<file path="src/rtl/spienc_pkg.sv">
package spienc_pkg;

  typedef enum logic [1:0] {
    ST_IDLE,
    ST_SHIFT,
    ST_TAIL
  } eng_state_t;

  // Legal widths pass through; anything else falls back to a full byte.
  function automatic logic [3:0] xfer_bits(input logic [3:0] code);
    return (code >= 4'd4 && code <= 4'd8) ? code : 4'd8;
  endfunction

endpackage

</file>
<file path="src/rtl/spienc_divider.sv">
module spienc_divider #(
  parameter int CODE_W = 3,
  localparam int CNT_W = (1 << CODE_W) - 1
) (
  input  logic              clk,
  input  logic              rst,
  input  logic              run,
  input  logic [CODE_W-1:0] code,
  output logic              tick
);

  logic [CNT_W-1:0] cnt;
  logic [CNT_W-1:0] half_m1;

  assign half_m1 = CNT_W'((32'd1 << code) - 32'd1);
  assign tick    = run && (cnt == half_m1);

  always_ff @(posedge clk) begin
    if (rst || !run) cnt <= '0;
    else if (tick)   cnt <= '0;
    else             cnt <= cnt + 1'b1;
  end

  AST_CNT_BOUND: assert property (@(posedge clk) disable iff (rst)
    run |-> cnt <= half_m1);

endmodule

</file>
<file path="src/rtl/spienc_engine.sv">
module spienc_engine
  import spienc_pkg::*;
#(
  parameter int MAX_XFERS = 4,
  localparam int XC_W   = $clog2(MAX_XFERS),
  localparam int WORD_W = 8 * MAX_XFERS
) (
  input  logic              clk,
  input  logic              rst,
  input  logic              start,
  input  logic              tick,
  input  logic              cpol,
  input  logic              cpha,
  input  logic              use_cs,
  input  logic [3:0]        nbits,
  input  logic [XC_W-1:0]   nx_code,
  input  logic [WORD_W-1:0] cmd,
  input  logic              miso,
  output logic              busy,
  output logic              sclk,
  output logic              cs_n,
  output logic              mosi,
  output logic [WORD_W-1:0] rx,
  output logic              fin
);

  eng_state_t        state;
  logic [XC_W-1:0]   xi, slot, xi_adv;
  logic [2:0]        bi, bi_adv;
  logic [XC_W+2:0]   bitpos;
  logic              lead_edge, last_ptr, first;

  assign slot      = nx_code - xi;
  assign bitpos    = {slot, bi};
  assign lead_edge = (sclk == cpol);
  assign last_ptr  = (xi == nx_code) && (bi == 3'd0);
  assign busy      = (state != ST_IDLE);
  assign mosi      = busy ? cmd[bitpos] : 1'b0;

  always_comb begin
    if (bi == 3'd0) begin
      xi_adv = xi + 1'b1;
      bi_adv = 3'(nbits - 4'd1);
    end else begin
      xi_adv = xi;
      bi_adv = bi - 3'd1;
    end
  end

  always_ff @(posedge clk) begin
    if (rst) begin
      state <= ST_IDLE;
      sclk  <= 1'b0;
      cs_n  <= 1'b1;
      xi    <= '0;
      bi    <= '0;
      rx    <= '0;
      first <= 1'b0;
      fin   <= 1'b0;
    end else begin
      fin <= 1'b0;
      case (state)
        ST_IDLE: begin
          sclk <= cpol;
          cs_n <= 1'b1;
          if (start) begin
            state <= ST_SHIFT;
            cs_n  <= !use_cs;
            xi    <= '0;
            bi    <= 3'(nbits - 4'd1);
            rx    <= '0;
            first <= 1'b1;
          end
        end
        ST_SHIFT: if (tick) begin
          sclk <= ~sclk;
          if (lead_edge) begin
            first <= 1'b0;
            if (!cpha) rx[bitpos] <= miso;
            else if (!first) begin
              xi <= xi_adv;
              bi <= bi_adv;
            end
          end else begin
            if (cpha) rx[bitpos] <= miso;
            if (last_ptr) state <= ST_TAIL;
            else if (!cpha) begin
              xi <= xi_adv;
              bi <= bi_adv;
            end
          end
        end
        ST_TAIL: if (tick) begin
          cs_n  <= 1'b1;
          fin   <= 1'b1;
          state <= ST_IDLE;
        end
        default: state <= ST_IDLE;
      endcase
    end
  end

  AST_CS_IDLE: assert property (@(posedge clk) disable iff (rst)
    (state == ST_IDLE) |-> cs_n);
  AST_SCLK_HOLD: assert property (@(posedge clk) disable iff (rst)
    (busy && !tick) |=> $stable(sclk));
  AST_PTR_RANGE: assert property (@(posedge clk) disable iff (rst)
    busy |-> xi <= nx_code);
  AST_BIT_RANGE: assert property (@(posedge clk) disable iff (rst)
    busy |-> {1'b0, bi} < nbits);
  AST_FIN_PULSE: assert property (@(posedge clk) disable iff (rst)
    fin |=> !fin);

endmodule

</file>
<file path="src/rtl/spienc_extract.sv">
module spienc_extract #(
  parameter int WORD_W = 32,
  localparam int SH_W  = $clog2(WORD_W)
) (
  input  logic [WORD_W-1:0] word,
  input  logic [WORD_W-1:0] pos_mask,
  input  logic [SH_W-1:0]   pos_shift,
  input  logic [WORD_W-1:0] flag_mask,
  input  logic [SH_W-1:0]   flag_shift,
  output logic [WORD_W-1:0] pos_val,
  output logic              flag_hit
);

  logic [WORD_W-1:0] flags;

  assign pos_val  = (word & pos_mask) >> pos_shift;
  assign flags    = (word & flag_mask) >> flag_shift;
  assign flag_hit = |flags;

endmodule

</file>
<file path="src/rtl/spienc_reader.sv">
module spienc_reader
  import spienc_pkg::*;
#(
  parameter int MAX_XFERS  = 4,
  parameter int DIV_CODE_W = 3,
  localparam int XC_W   = $clog2(MAX_XFERS),
  localparam int WORD_W = 8 * MAX_XFERS,
  localparam int SH_W   = $clog2(WORD_W)
) (
  input  logic                  clk,
  input  logic                  rst,
  input  logic                  trigger,
  input  logic [DIV_CODE_W-1:0] cfg_div,
  input  logic                  cfg_cpol,
  input  logic                  cfg_cpha,
  input  logic [3:0]            cfg_width,
  input  logic [XC_W-1:0]       cfg_xfers,
  input  logic                  cfg_use_cs,
  input  logic [WORD_W-1:0]     cfg_cmd,
  input  logic [WORD_W-1:0]     cfg_pos_mask,
  input  logic [SH_W-1:0]       cfg_pos_shift,
  input  logic [WORD_W-1:0]     cfg_flag_mask,
  input  logic [SH_W-1:0]       cfg_flag_shift,
  input  logic                  spi_miso,
  output logic                  spi_sclk,
  output logic                  spi_cs_n,
  output logic                  spi_mosi,
  output logic [WORD_W-1:0]     pos,
  output logic                  err,
  output logic                  done
);

  logic              busy, tick, fin, err_c;
  logic [3:0]        nbits;
  logic [WORD_W-1:0] rx, pos_c;

  assign nbits = xfer_bits(cfg_width);

  spienc_divider #(.CODE_W(DIV_CODE_W)) u_div (
    .clk(clk), .rst(rst), .run(busy), .code(cfg_div), .tick(tick)
  );

  spienc_engine #(.MAX_XFERS(MAX_XFERS)) u_eng (
    .clk(clk), .rst(rst), .start(trigger), .tick(tick),
    .cpol(cfg_cpol), .cpha(cfg_cpha), .use_cs(cfg_use_cs),
    .nbits(nbits), .nx_code(cfg_xfers), .cmd(cfg_cmd), .miso(spi_miso),
    .busy(busy), .sclk(spi_sclk), .cs_n(spi_cs_n), .mosi(spi_mosi),
    .rx(rx), .fin(fin)
  );

  spienc_extract #(.WORD_W(WORD_W)) u_ext (
    .word(rx), .pos_mask(cfg_pos_mask), .pos_shift(cfg_pos_shift),
    .flag_mask(cfg_flag_mask), .flag_shift(cfg_flag_shift),
    .pos_val(pos_c), .flag_hit(err_c)
  );

  always_ff @(posedge clk) begin
    if (rst) begin
      pos  <= '0;
      err  <= 1'b0;
      done <= 1'b0;
    end else begin
      done <= fin;
      if (fin) begin
        pos <= pos_c;
        err <= err_c;
      end
    end
  end

  AST_DONE_PULSE: assert property (@(posedge clk) disable iff (rst)
    done |=> !done);
  AST_ERR_OFF: assert property (@(posedge clk) disable iff (rst)
    (done && cfg_flag_mask == '0) |-> !err);
  AST_NO_CS: assert property (@(posedge clk) disable iff (rst)
    (!cfg_use_cs && $past(!cfg_use_cs)) |-> spi_cs_n);
  AST_HOLD_RESULT: assert property (@(posedge clk) disable iff (rst)
    !done |-> ($stable(pos) && $stable(err)));

endmodule

</file>
<file path="config.mk">
export PLATFORM = sky130hd
export DESIGN_NAME = spienc_reader
export DESIGN_NICKNAME = d
export VERILOG_FILES = /design/src/rtl/spienc_pkg.sv /design/src/rtl/spienc_divider.sv /design/src/rtl/spienc_engine.sv /design/src/rtl/spienc_extract.sv /design/src/rtl/spienc_reader.sv
export SDC_FILE = /design/constraint.sdc
export NUM_CORES = 1
export LEC_CHECK = 0
export ABC_CLOCK_PERIOD_IN_PS = 5860
export BUFFER_PORTS_ARGS = -buffer_cell sky130_fd_sc_hd__buf_4
export CAP_MARGIN = 20
export CORE_ASPECT_RATIO = 0.5
export CORE_MARGIN = 1.5
export CORE_UTILIZATION = 52
export CTS_CLUSTER_DIAMETER = 80
export CTS_CLUSTER_SIZE = 40
export DETAILED_ROUTE_END_ITERATION = 6
export HOLD_SLACK_MARGIN = 0.05
export PLACE_DENSITY = 0.79
export SYNTH_ARGS = -nofsm -noshare
export SYNTH_HDL_FRONTEND = slang
export SYNTH_HIERARCHICAL = 1
export SYNTH_SLANG_ARGS = --single-unit
</file>
<file path="constraint.sdc">
create_clock -name clk -period 5.86 [get_ports clk]
set_input_delay 0.293 -clock clk [delete_from_list [all_inputs] [get_ports clk]]
set_output_delay 0.293 -clock clk [all_outputs]
set_load 0.02 [all_outputs]
</file>
==> flow_summary.ini, run 1 <==
[global_routing]
grt_start_max_net_pins = 83
grt_antenna_before_repair = 0
grt_pass1_wl_um = 33600
all_layer_global_routing_usage_pct = 29.79
grt_remaining_overflow = 0
first_global_vias = 6624

[floorplan]
dieWidth_um = 166.5
core_region_area_um2 = 12840
floorplan.io_pins = 159
initial_core_util_pct = 54.12
chipHeight_um = 84.76
floorplan.die_area_um2 = 14110
placement_rows = 29

[placement]
port_buffers = 158
placement.cell_area_um2 = 7911
dp.final_hpwl_um = 15940
gpl_congestion = 0.9367

[cts]
clock_tree.buffer_depth = 2
postCtsResizedCells = 0
cts_setup_buffers = 0
cts_made_buffers = 9
h-tree-depth = 3
clkSinkCount = 84
clk_latency_ns = 0.34
tritoncts = built
worst_setup_hold_path_clk_slew_ns = 0.07
library_cell_used_as_clock_root_buffer = clkbuf_16
cts_hold_repair.buffers = 0

[sta]
rsz0062_at_grt = false
fin_setup_tns_ns = 0
final_critical_path_required_period_ns = 3.179
setup_viol_count_final = 0
fin_worst_hold_slack_ns = 0.2514
final.period_utilization_pct = 54.25
report.final.slew_viol_count = 0
max_slew_margin_pct = 33.64
fmax_ghz = 0.3146
timing.clock.skew_ns = 0.008229
final_hold_viol_count = 0
timing_worst_slew_pin_value_ns = 0.9954

[setup_path]
r2r_end = u_eng/bi[2]$_SDFFE_PP0P_
worstSetupPathType = flip-flop to flip-flop
timing.critical_path.arrival_ns = 3.43
worst-endpoint-required_ns = 6.11
regToRegStartpoint = u_eng/state[0]$_SDFFE_PP0P_
critical_path_start = u_eng/state[0]$_SDFFE_PP0P_
worstSetupStartpointType = flip-flop
reg2reg_depth = 10
setup.worst_path.end = u_eng/bi[2]$_SDFFE_PP0P_
reg2reg_slack_ns = 2.68
crit_path_end_kind = flip-flop
worst-path-max-fanout = 29

[routing]
post_drt_via_cell_ratio = 6.182
m1WireLength_um = 8851
remaining_drc_errors = 10
routed_wire_length_um = 21090
firstDrtPassIters = 7
maxUsedRoutingLayer = met4
detailroute.via_count = 7097
detail-route-antenna-nets = 0
met2WireLength_um = 9996
detail_route.iter0.violations = 823
wl_per_cell_um = 18.37
met3_length_um = 1774

[layout]
post_route_cells_drive_above_1_share_pct = 22.80
num-nets-final = 1103
finish.instance_area_um2 = 8189
layout.core_utilization_pct = 63.75
n_antenna_cell = 0
syn2layout_area_growth_pct = 17.80

[power]
power.leakage_nw = 3.052
total_design_power_mw = 1.427
max-vdd-ir-drop_uv = 136.1
p_per_area_nw_per_um2 = 174.3

[run_status]
violations = DRC
status = finished, violations left

[synthesis]
syn-cell-area_um2 = 6952
syn_inst = 872
syn_nets = 1002
yosys_warnings = 6
post_synth.cell_area_avg_um2 = 7.972

[job]
cap_violations = 0

[min_path]
timing.hold.worst.class = input port to flip-flop
-- metal layers --
layer	vias up	track usage, %
li1	3383	-
met1	3301	37.65
met2	371	51.18
met3	42	5.988
met4	0	10.25
met5	-	0
-- how the worst min path moves through the flow --
stage | from | end | slack [ns] | depth (start not counted)
3_5_place_dp | pos[14]$_SDFFE_PP0P_ | pos[14]$_SDFFE_PP0P_ | 0.48 | 2
3_3_place_gp | u_eng/first$_SDFFE_PP0P_ | u_eng/first$_SDFFE_PP0P_ | 0.46 | 2
6_report | trigger | u_eng/state[0]$_SDFFE_PP0P_ | 0.25 | 3
4_1_cts | trigger | u_eng/state[0]$_SDFFE_PP0P_ | 0.25 | 3
2_1_floorplan | u_eng/first$_SDFFE_PP0P_ | u_eng/first$_SDFFE_PP0P_ | 0.45 | 2
5_1_grt | trigger | u_eng/state[0]$_SDFFE_PP0P_ | 0.27 | 3
-- cells in the final DEF (no fill, tap or decap), types with 9 or more instances in the layout --
cell	n
mux4_2	13
nor2_1	64
nand2_1	102
o21ai_0	75
nand3b_1	9
buf_4	158
mux2i_1	103
a211oi_1	11
a21oi_1	72
nor2b_1	14
o211ai_1	12
inv_1	24
clkbuf_16	9
dfxtp_1	83
nand3_1	64
-- critical path: stages (launching register included) --
cell and delay (ns):
dfxtp_1 0.50, nor2_1 0.17, inv_1 0.09, o21ai_0 0.13, nor4_4 0.35, and2_1 0.33, nand2_1 0.16, a21o_1 0.48
a31oi_4 0.43, o21ai_0 0.15, a221oi_1 0.30
-- cell type report --
class	count	area (um2)
Fill cell	1163	4656
Clock inverter	6	48.80
Sequential cell	84	1683
Clock buffer	10	229.0
Inverter	25	93.84
Tap cell	170	212.7
Multi-Input combinational cell	695	4736
Timing Repair Buffer	158	1186
-- flip-flops by register name, indices dropped and copies added (netlist names) --
signal	cells
u_div/cnt	7
done	1
u_eng/first	1
pos	32
u_eng/rx	32
u_eng/fin	1
u_eng/sclk	1
err	1
u_eng/xi	2
u_eng/bi	3
u_eng/cs_n	1
u_eng/state	2
-- power by group --
group	switching (mW)	internal (mW)
registers	0.0156	0.576
logic	0.162	0.129
clock network	0.253	0.292
-- per-stage QoR --
stage / setup WS, ns / std cells
floorplan: 3.324 / 872
global placement: 2.923 / 1132
detailed placement: 2.757 / 1132
CTS: 2.715 / 1148
global route: 2.345 / 1148
finish: 2.681 / 1148
(Power assumes the default switching activity.)
==> run 2: changes to the inputs <==
ABC_AREA = 1   (was unset)
ABC_CLOCK_PERIOD_IN_PS = 3000   (was 5860)
PLACE_DENSITY = 0.78   (was 0.79)
clock period = 3 ns   (was 5.86 ns; I/O delays follow)
==> run 2 against run 1 <==
Combinational power increased to 7.1 times the previous value; largest cell class unchanged; critical path depth increased by 6; area after synthesis increased by 8.8%; the flow now finishes without violations; die area increased by 8.6%; clock skew increased by 0.0013 ns; critical path type unchanged.
==> flow_summary.ini, run 2 <==
[run_status]
status = finished, final reports clean

[synthesis]
synth.yosys.seq_area_share_pct = 22.23
synthArstFlopShare_pct = 0
netlist-cell-type-count = 38
post_synth.cell_area_avg_um2 = 5.400
synth_edf_count = 0
synth_area_leaders = nand2_1 (30%), dfxtp_1 (22%), nor2_1 (6.8%)
synth-main-ff-cell = dfxtp_1
syn_inst = 1401
yosys_register_bits = 84
syn_nets = 1531
synth_top_cell_area_share_pct = 29.52
synth_most_common_cell = nand2_1
post_synth_most_frequent_cells = nand2_1 (595), nor2_1 (138), inv_1 (133)
syn-cell-area_um2 = 7565
yosysTopAreaCell = nand2_1
yosys_warnings = 6

[layout]
post_route_cells_drive_above_1_share_pct = 14.29
mostFrequentLayoutCell = nand2_1
num-nets-final = 1630
largest_registers = pos x32, u_eng/rx x32, u_div/cnt x7
nFillCells = 1415
n_antenna_cell = 0
finish.cell_count_without_fillers = 1697
syn2layout_area_growth_pct = 18.09
layout_common_cells = nand2_1 (595), buf_4 (167), nor2_1 (137), inv_1 (133), nand3_1 (103)

[global_routing]
grt_remaining_overflow = 0
met3_usage_pct = 4.296
grt_busiest_layer = met2
grt_start_max_net_pins = 68
all_layer_global_routing_usage_pct = 28.70
grt_pass1_wl_um = 35860
grt_util_met1_pct = 38.01
grt_antenna_before_repair = 0
first_global_vias = 7611
grt_util_met2_pct = 50.24

[cts]
library_cell_used_as_clock_root_buffer = clkbuf_16
cts_made_buffers = 9
clkSinkCount = 84
postCtsResizedCells = 0
clock_tree.buffer_depth = 2
h-tree-depth = 3
cts_setup_buffers = 0
cts_hold_repair.buffers = 0
clk_latency_ns = 0.35
tritoncts = built
worst_setup_hold_path_clk_slew_ns = 0.07

[placement]
port_buffers = 158
dp.final_hpwl_um = 16960
gpl_congestion = 0.9366
place.detailed.instances = 1680

[floorplan]
chipHeight_um = 88.29
dieWidth_um = 173.6
initial_core_util_pct = 54.47
core_region_area_um2 = 13890
placement_rows = 30
floorplan.io_pins = 159
floorplan.die_area_um2 = 15320

[setup_path]
worst-endpoint-required_ns = 3.21
crit_path_end_kind = flip-flop
worstSetupStartpointType = flip-flop
timing.critical_path.arrival_ns = 2.80
regToRegStartpoint = u_eng/state[1]$_SDFFE_PP0P_
critical_path.max_stage_delay_ns = 0.51
critical_path.slowest_cell = dfxtp_1
cp_cell_sequence = nor2_2 > inv_1 > nand2_1 > nor2_1 > nand2_1 > nor2_2 > nand3_2 > inv_1 > inv_1 > a21oi_1 > nand2_2 > nor2_2 > buf_4 > nand2_1 > nand2_1 > a21oi_1
timing.critical_path.mode_cell = nand2_1
worstSetupPathType = flip-flop to flip-flop
reg2reg_slack_ns = 0.41
r2r_end = u_eng/rx[13]$_SDFFE_PP0P_
worst-path-max-fanout = 40
reg2reg_depth = 16

[power]
power.leakage_nw = 4.516
p_per_area_nw_per_um2 = 490.8
max-vdd-ir-drop_uv = 528.7

[sta]
setup_viol_count_final = 0
timing.clock.skew_ns = 0.009537
timing_worst_slew_pin_value_ns = 0.9065
rsz0062_at_grt = false
fin_setup_tns_ns = 0
final_hold_viol_count = 0
fin_worst_hold_slack_ns = 0.1141
max_slew_margin_pct = 39.50
final.period_utilization_pct = 86.17
final_critical_path_required_period_ns = 2.585
fmax_ghz = 0.3868
report.final.slew_viol_count = 0

[routing]
detail-route-antenna-nets = 0
detailroute.via_count = 8904
firstDrtPassIters = 6
routed_wire_length_um = 22570
detail_route.iter0.violations = 859
wl_per_cell_um = 13.30
remaining_drc_errors = 0
post_drt_via_cell_ratio = 5.247

[min_path]
worstHoldEndpoint = u_eng/first$_SDFFE_PP0P_
timing.hold.worst_path_depth = 3
worstHoldStart = trigger
timing.hold.worst.class = input port to flip-flop

[job]
cap_violations = 0
## run 2: cell type report
type / count / area, um2 / area share (%)
multi-input combinational: 1094 / 4910 / 54.96
timing repair buffer: 168 / 1274 / 14.26
sequential: 84 / 1683 / 18.84
clock inverter: 4 / 31.28 / 0.3501
inverter: 143 / 539.3 / 6.036
clock buffer: 12 / 256.5 / 2.871
tap: 192 / 240.2 / 2.689
## run 2: logic make-up (layout without fill, tap and decap cells)
| family | after synthesis | after routing | share of synthesized area, % |
|---|---|---|---|
| flops | 84 | 84 | 22.23 |
| simple gates | 885 | 885 | 47.63 |
| fa+ha+maj | 8 | 8 | 1.323 |
| compound gates | 179 | 179 | 13.13 |
| xor+xnor | 8 | 8 | 0.9263 |
| buf+inv | 223 | 327 | 12.90 |
| mux | 14 | 14 | 1.852 |
## run 2: worst max-delay path by stage
| stage | from | endpoint | slack [ns] | cells past startpoint |
|---|---|---|---|---|
| floorplan | u_eng/state[1]$_SDFFE_PP0P_ | u_eng/xi[0]$_SDFFE_PP0P_ | 0.88 | 17 |
| global placement | u_eng/state[1]$_SDFFE_PP0P_ | u_eng/rx[16]$_SDFFE_PP0P_ | 0.54 | 16 |
| detailed placement | u_eng/state[1]$_SDFFE_PP0P_ | u_eng/rx[0]$_SDFFE_PP0P_ | 0.46 | 16 |
| CTS | u_eng/state[1]$_SDFFE_PP0P_ | u_eng/rx[16]$_SDFFE_PP0P_ | 0.44 | 16 |
| global route | u_eng/state[1]$_SDFFE_PP0P_ | u_eng/rx[13]$_SDFFE_PP0P_ | 0.20 | 16 |
| finish | u_eng/state[1]$_SDFFE_PP0P_ | u_eng/rx[13]$_SDFFE_PP0P_ | 0.41 | 16 |
## run 2: per-layer routing
layer	vias to the layer above	part of all wire, %
met5	-	0
met1	3937	45
met3	25	7.6
met2	344	47
met4	0	1.0
li1	4598	-
## run 2: worst max-delay path, delay by kind of cell, from the launching register on
kind / cells / cell delay [ns]
AND/OR/NAND/NOR: 10 / 0.98
buffers and inverters: 4 / 0.59
flip-flops: 1 / 0.51
AO/OA/AOI/OAI: 2 / 0.34
## run 2: metrics by stage
step           setup slack, ns  total power, mW  utilization (%)  instance area [um2]
3_3_place_gp            0.5414            3.255            62.11                 8626
5_1_grt                 0.1999            4.702            64.32                 8934
6_report                0.4149            4.385            64.32                 8934
4_1_cts                 0.4393            4.372            64.18                 8914
2_1_floorplan           0.8800            2.776                -                 7565
3_5_place_dp            0.4554            3.281            62.11                 8626
## run 2: power breakdown
group / total (mW) / switching (mW) / internal (mW)
combinational: 2.06 / 1.38 / 0.681
clock: 1.09 / 0.477 / 0.610
sequential: 1.24 / 0.0632 / 1.18
total: 4.38 / 1.92 / 2.47
==> run 3: changes to the inputs <==
ABC_CLOCK_PERIOD_IN_PS = 2300   (was 3000)
CORE_UTILIZATION = 51   (was 52)
CTS_BUF_LIST = sky130_fd_sc_hd__clkbuf_16   (was unset)
PLACE_DENSITY = 0.8   (was 0.78)
clock period = 2.3 ns   (was 3 ns; I/O delays follow)
==> run 3 against run 2 <==
Final area is 2.6% higher; sequential power increased by 29%; critical path depth shrank 1; critical path type unchanged; critical endpoint is now u_eng/rx[5]$_SDFFE_PP0P_; highest routed layer unchanged.
==> flow_summary.ini, run 3 (synthesis gave the netlist of run 2 again) <==
[setup_path]
worstSetupStartpointType = flip-flop
r2r_end = u_eng/rx[5]$_SDFFE_PP0P_
regToRegStartpoint = u_eng/state[1]$_SDFFE_PP0P_
critical_path_start = u_eng/state[1]$_SDFFE_PP0P_
worstSetupPathType = flip-flop to flip-flop
setup.worst_path.end = u_eng/rx[5]$_SDFFE_PP0P_
reg2reg_slack_ns = 0.13
timing.critical_path.arrival_ns = 2.43
reg2reg_depth = 15
worst-path-max-fanout = 6
worst-endpoint-required_ns = 2.56
crit_path_end_kind = flip-flop

[power]
p_seq_share_pct = 26.9
max-vdd-ir-drop_uv = 508.0
power.leakage_nw = 4.644
total_design_power_mw = 5.951
p_per_area_nw_per_um2 = 649.1
combinationalPowerShare_pct = 51.0
p_int_mw = 3.346
switching_share_pct = 43.77
clkPwrFrac_pct = 22.1
total_switching_power_mw = 2.605

[sta]
fmax_ghz = 0.4607
setup_viol_count_final = 0
timing.final.ws_setup_ns = 0.1292
fin_setup_tns_ns = 0
fin_worst_hold_slack_ns = 0.1096
final.period_utilization_pct = 94.38
timing.clock.skew_ns = 0.01225
final_critical_path_required_period_ns = 2.171
timing_worst_slew_pin_value_ns = 0.8519
max_slew_margin_pct = 43.14
final_hold_viol_count = 0
report.final.slew_viol_count = 0

[routing]
wl_per_cell_um = 13.70
detailroute.via_count = 9129
detail-route-antenna-nets = 0
routed_wire_length_um = 23590
firstDrtPassIters = 6
remaining_drc_errors = 0
detail_route.iter0.violations = 961
post_drt_via_cell_ratio = 5.301

[global_routing]
all_layer_global_routing_usage_pct = 29.15
first_global_vias = 7741
grt_antenna_before_repair = 0
grt_remaining_overflow = 0
grt_pass1_wl_um = 36770
grt_start_max_net_pins = 41

[layout]
finish.cell_count_without_fillers = 1722
nFillCells = 1418
n_antenna_cell = 0
layout_common_cells = nand2_1 (593), buf_4 (183), nor2_1 (137), inv_1 (132), nand3_1 (103)
finish.instance_area_um2 = 9169
num-nets-final = 1651
syn2layout_area_growth_pct = 21.20
layout.core_utilization_pct = 63.37
largest_registers = pos x32, u_eng/rx x32, u_div/cnt x7
final-seq-area_um2 = 1685
post_route_cells_drive_above_1_share_pct = 15.75
mostFrequentLayoutCell = nand2_1
multi_input_area_um2 = 4941

[floorplan]
dieWidth_um = 175.2
chipHeight_um = 89.12
floorplan.die_area_um2 = 15620
placement_rows = 31
initial_core_util_pct = 52.29
core_region_area_um2 = 14470
floorplan.io_pins = 159

[job]
cap_violations = 0

[min_path]
timing.hold.worst.class = input port to flip-flop
worstHoldStart = cfg_cpol

[cts]
worst_setup_hold_path_clk_slew_ns = 0.07
tritoncts = built
clock_tree.buffer_depth = 2
library_cell_used_as_clock_root_buffer = clkbuf_16
clkSinkCount = 84
clk_latency_ns = 0.34
cts_hold_repair.buffers = 0
cts_made_buffers = 9
h-tree-depth = 3

[placement]
gpl_congestion = 0.9442
placement.cell_area_um2 = 8771
place.detailed.instances = 1701
port_buffers = 158
dp_slack_ns = 0.07447
dp.final_hpwl_um = 17480

[run_status]
status = finished, final reports clean
[run 3: cell count changes in the layout (fill, tap and decap cells not counted), moves of 2 or more]
cell        change
buf_4          +16
dfxtp_1         -2
clkbuf_16       +3
dfxtp_2         +2
clkinvlp_4      -2
nor2_2          -2
clkbuf_8        -2
nor2_4          +2
nand2_1         -2
clkinv_2        +2
[run 3: worst min-delay path by stage]
stage / end / slack [ns] / cells after the start
floorplan: done$_SDFF_PP0_ / 0.19 / 1
CTS: u_eng/cs_n$_SDFFE_PP1P_ / 0.11 / 4
detailed placement: u_eng/cs_n$_SDFFE_PP1P_ / 0.45 / 4
global route: u_eng/sclk$_SDFFE_PP0N_ / 0.13 / 3
global placement: u_eng/cs_n$_SDFFE_PP1P_ / 0.44 / 4
finish: u_eng/sclk$_SDFFE_PP0N_ / 0.11 / 3
[run 3: per-layer routing]
layer,share of wire (%),global-route usage [%],vias to the layer above
met5,0,0,-
met3,7.7,3.656,45
li1,-,-,4648
met1,45,39.32,4048
met2,46,50.11,388
met4,1.9,7.459,0
[run 3: area by class of cell]
class / count / share of cell area, %
multi-input cells: 1094 / 53.89
clock inverters: 5 / 0.3275
repair buffers: 189 / 16.36
well taps: 198 / 2.702
clock buffers: 9 / 2.456
flip-flops and latches: 84 / 18.38
inverters: 143 / 5.882
[run 3: repair_timing]
action,4_1_cts,5_1_grt
endpoints found under the setup margin,0,38
setup buffers,0,3
resized for setup,0,10
[run 3: worst max-delay path, cell delays in order (launching register included)]
cell and delay (ns):
dfxtp_2 0.34, nor2_2 0.06, inv_1 0.07, nand2_1 0.05, nor2_1 0.11, nand2_1 0.07
nor2_2 0.09, nand3_2 0.08, inv_1 0.08, inv_2 0.06, a21oi_4 0.18, nand2_4 0.09
nor3_4 0.37, clkbuf_16 0.24, nand2_1 0.06, a21oi_1 0.13
[run 3: power by group through the flow]
stage	logic [mW]	registers, mW	clock network, mW
3_5_place_dp	2.78	1.63	0
2_1_floorplan	1.97	1.66	0
3_3_place_gp	2.74	1.62	0
5_1_grt	3.36	1.61	1.41
4_1_cts	2.79	1.59	1.34
6_report	3.03	1.60	1.32
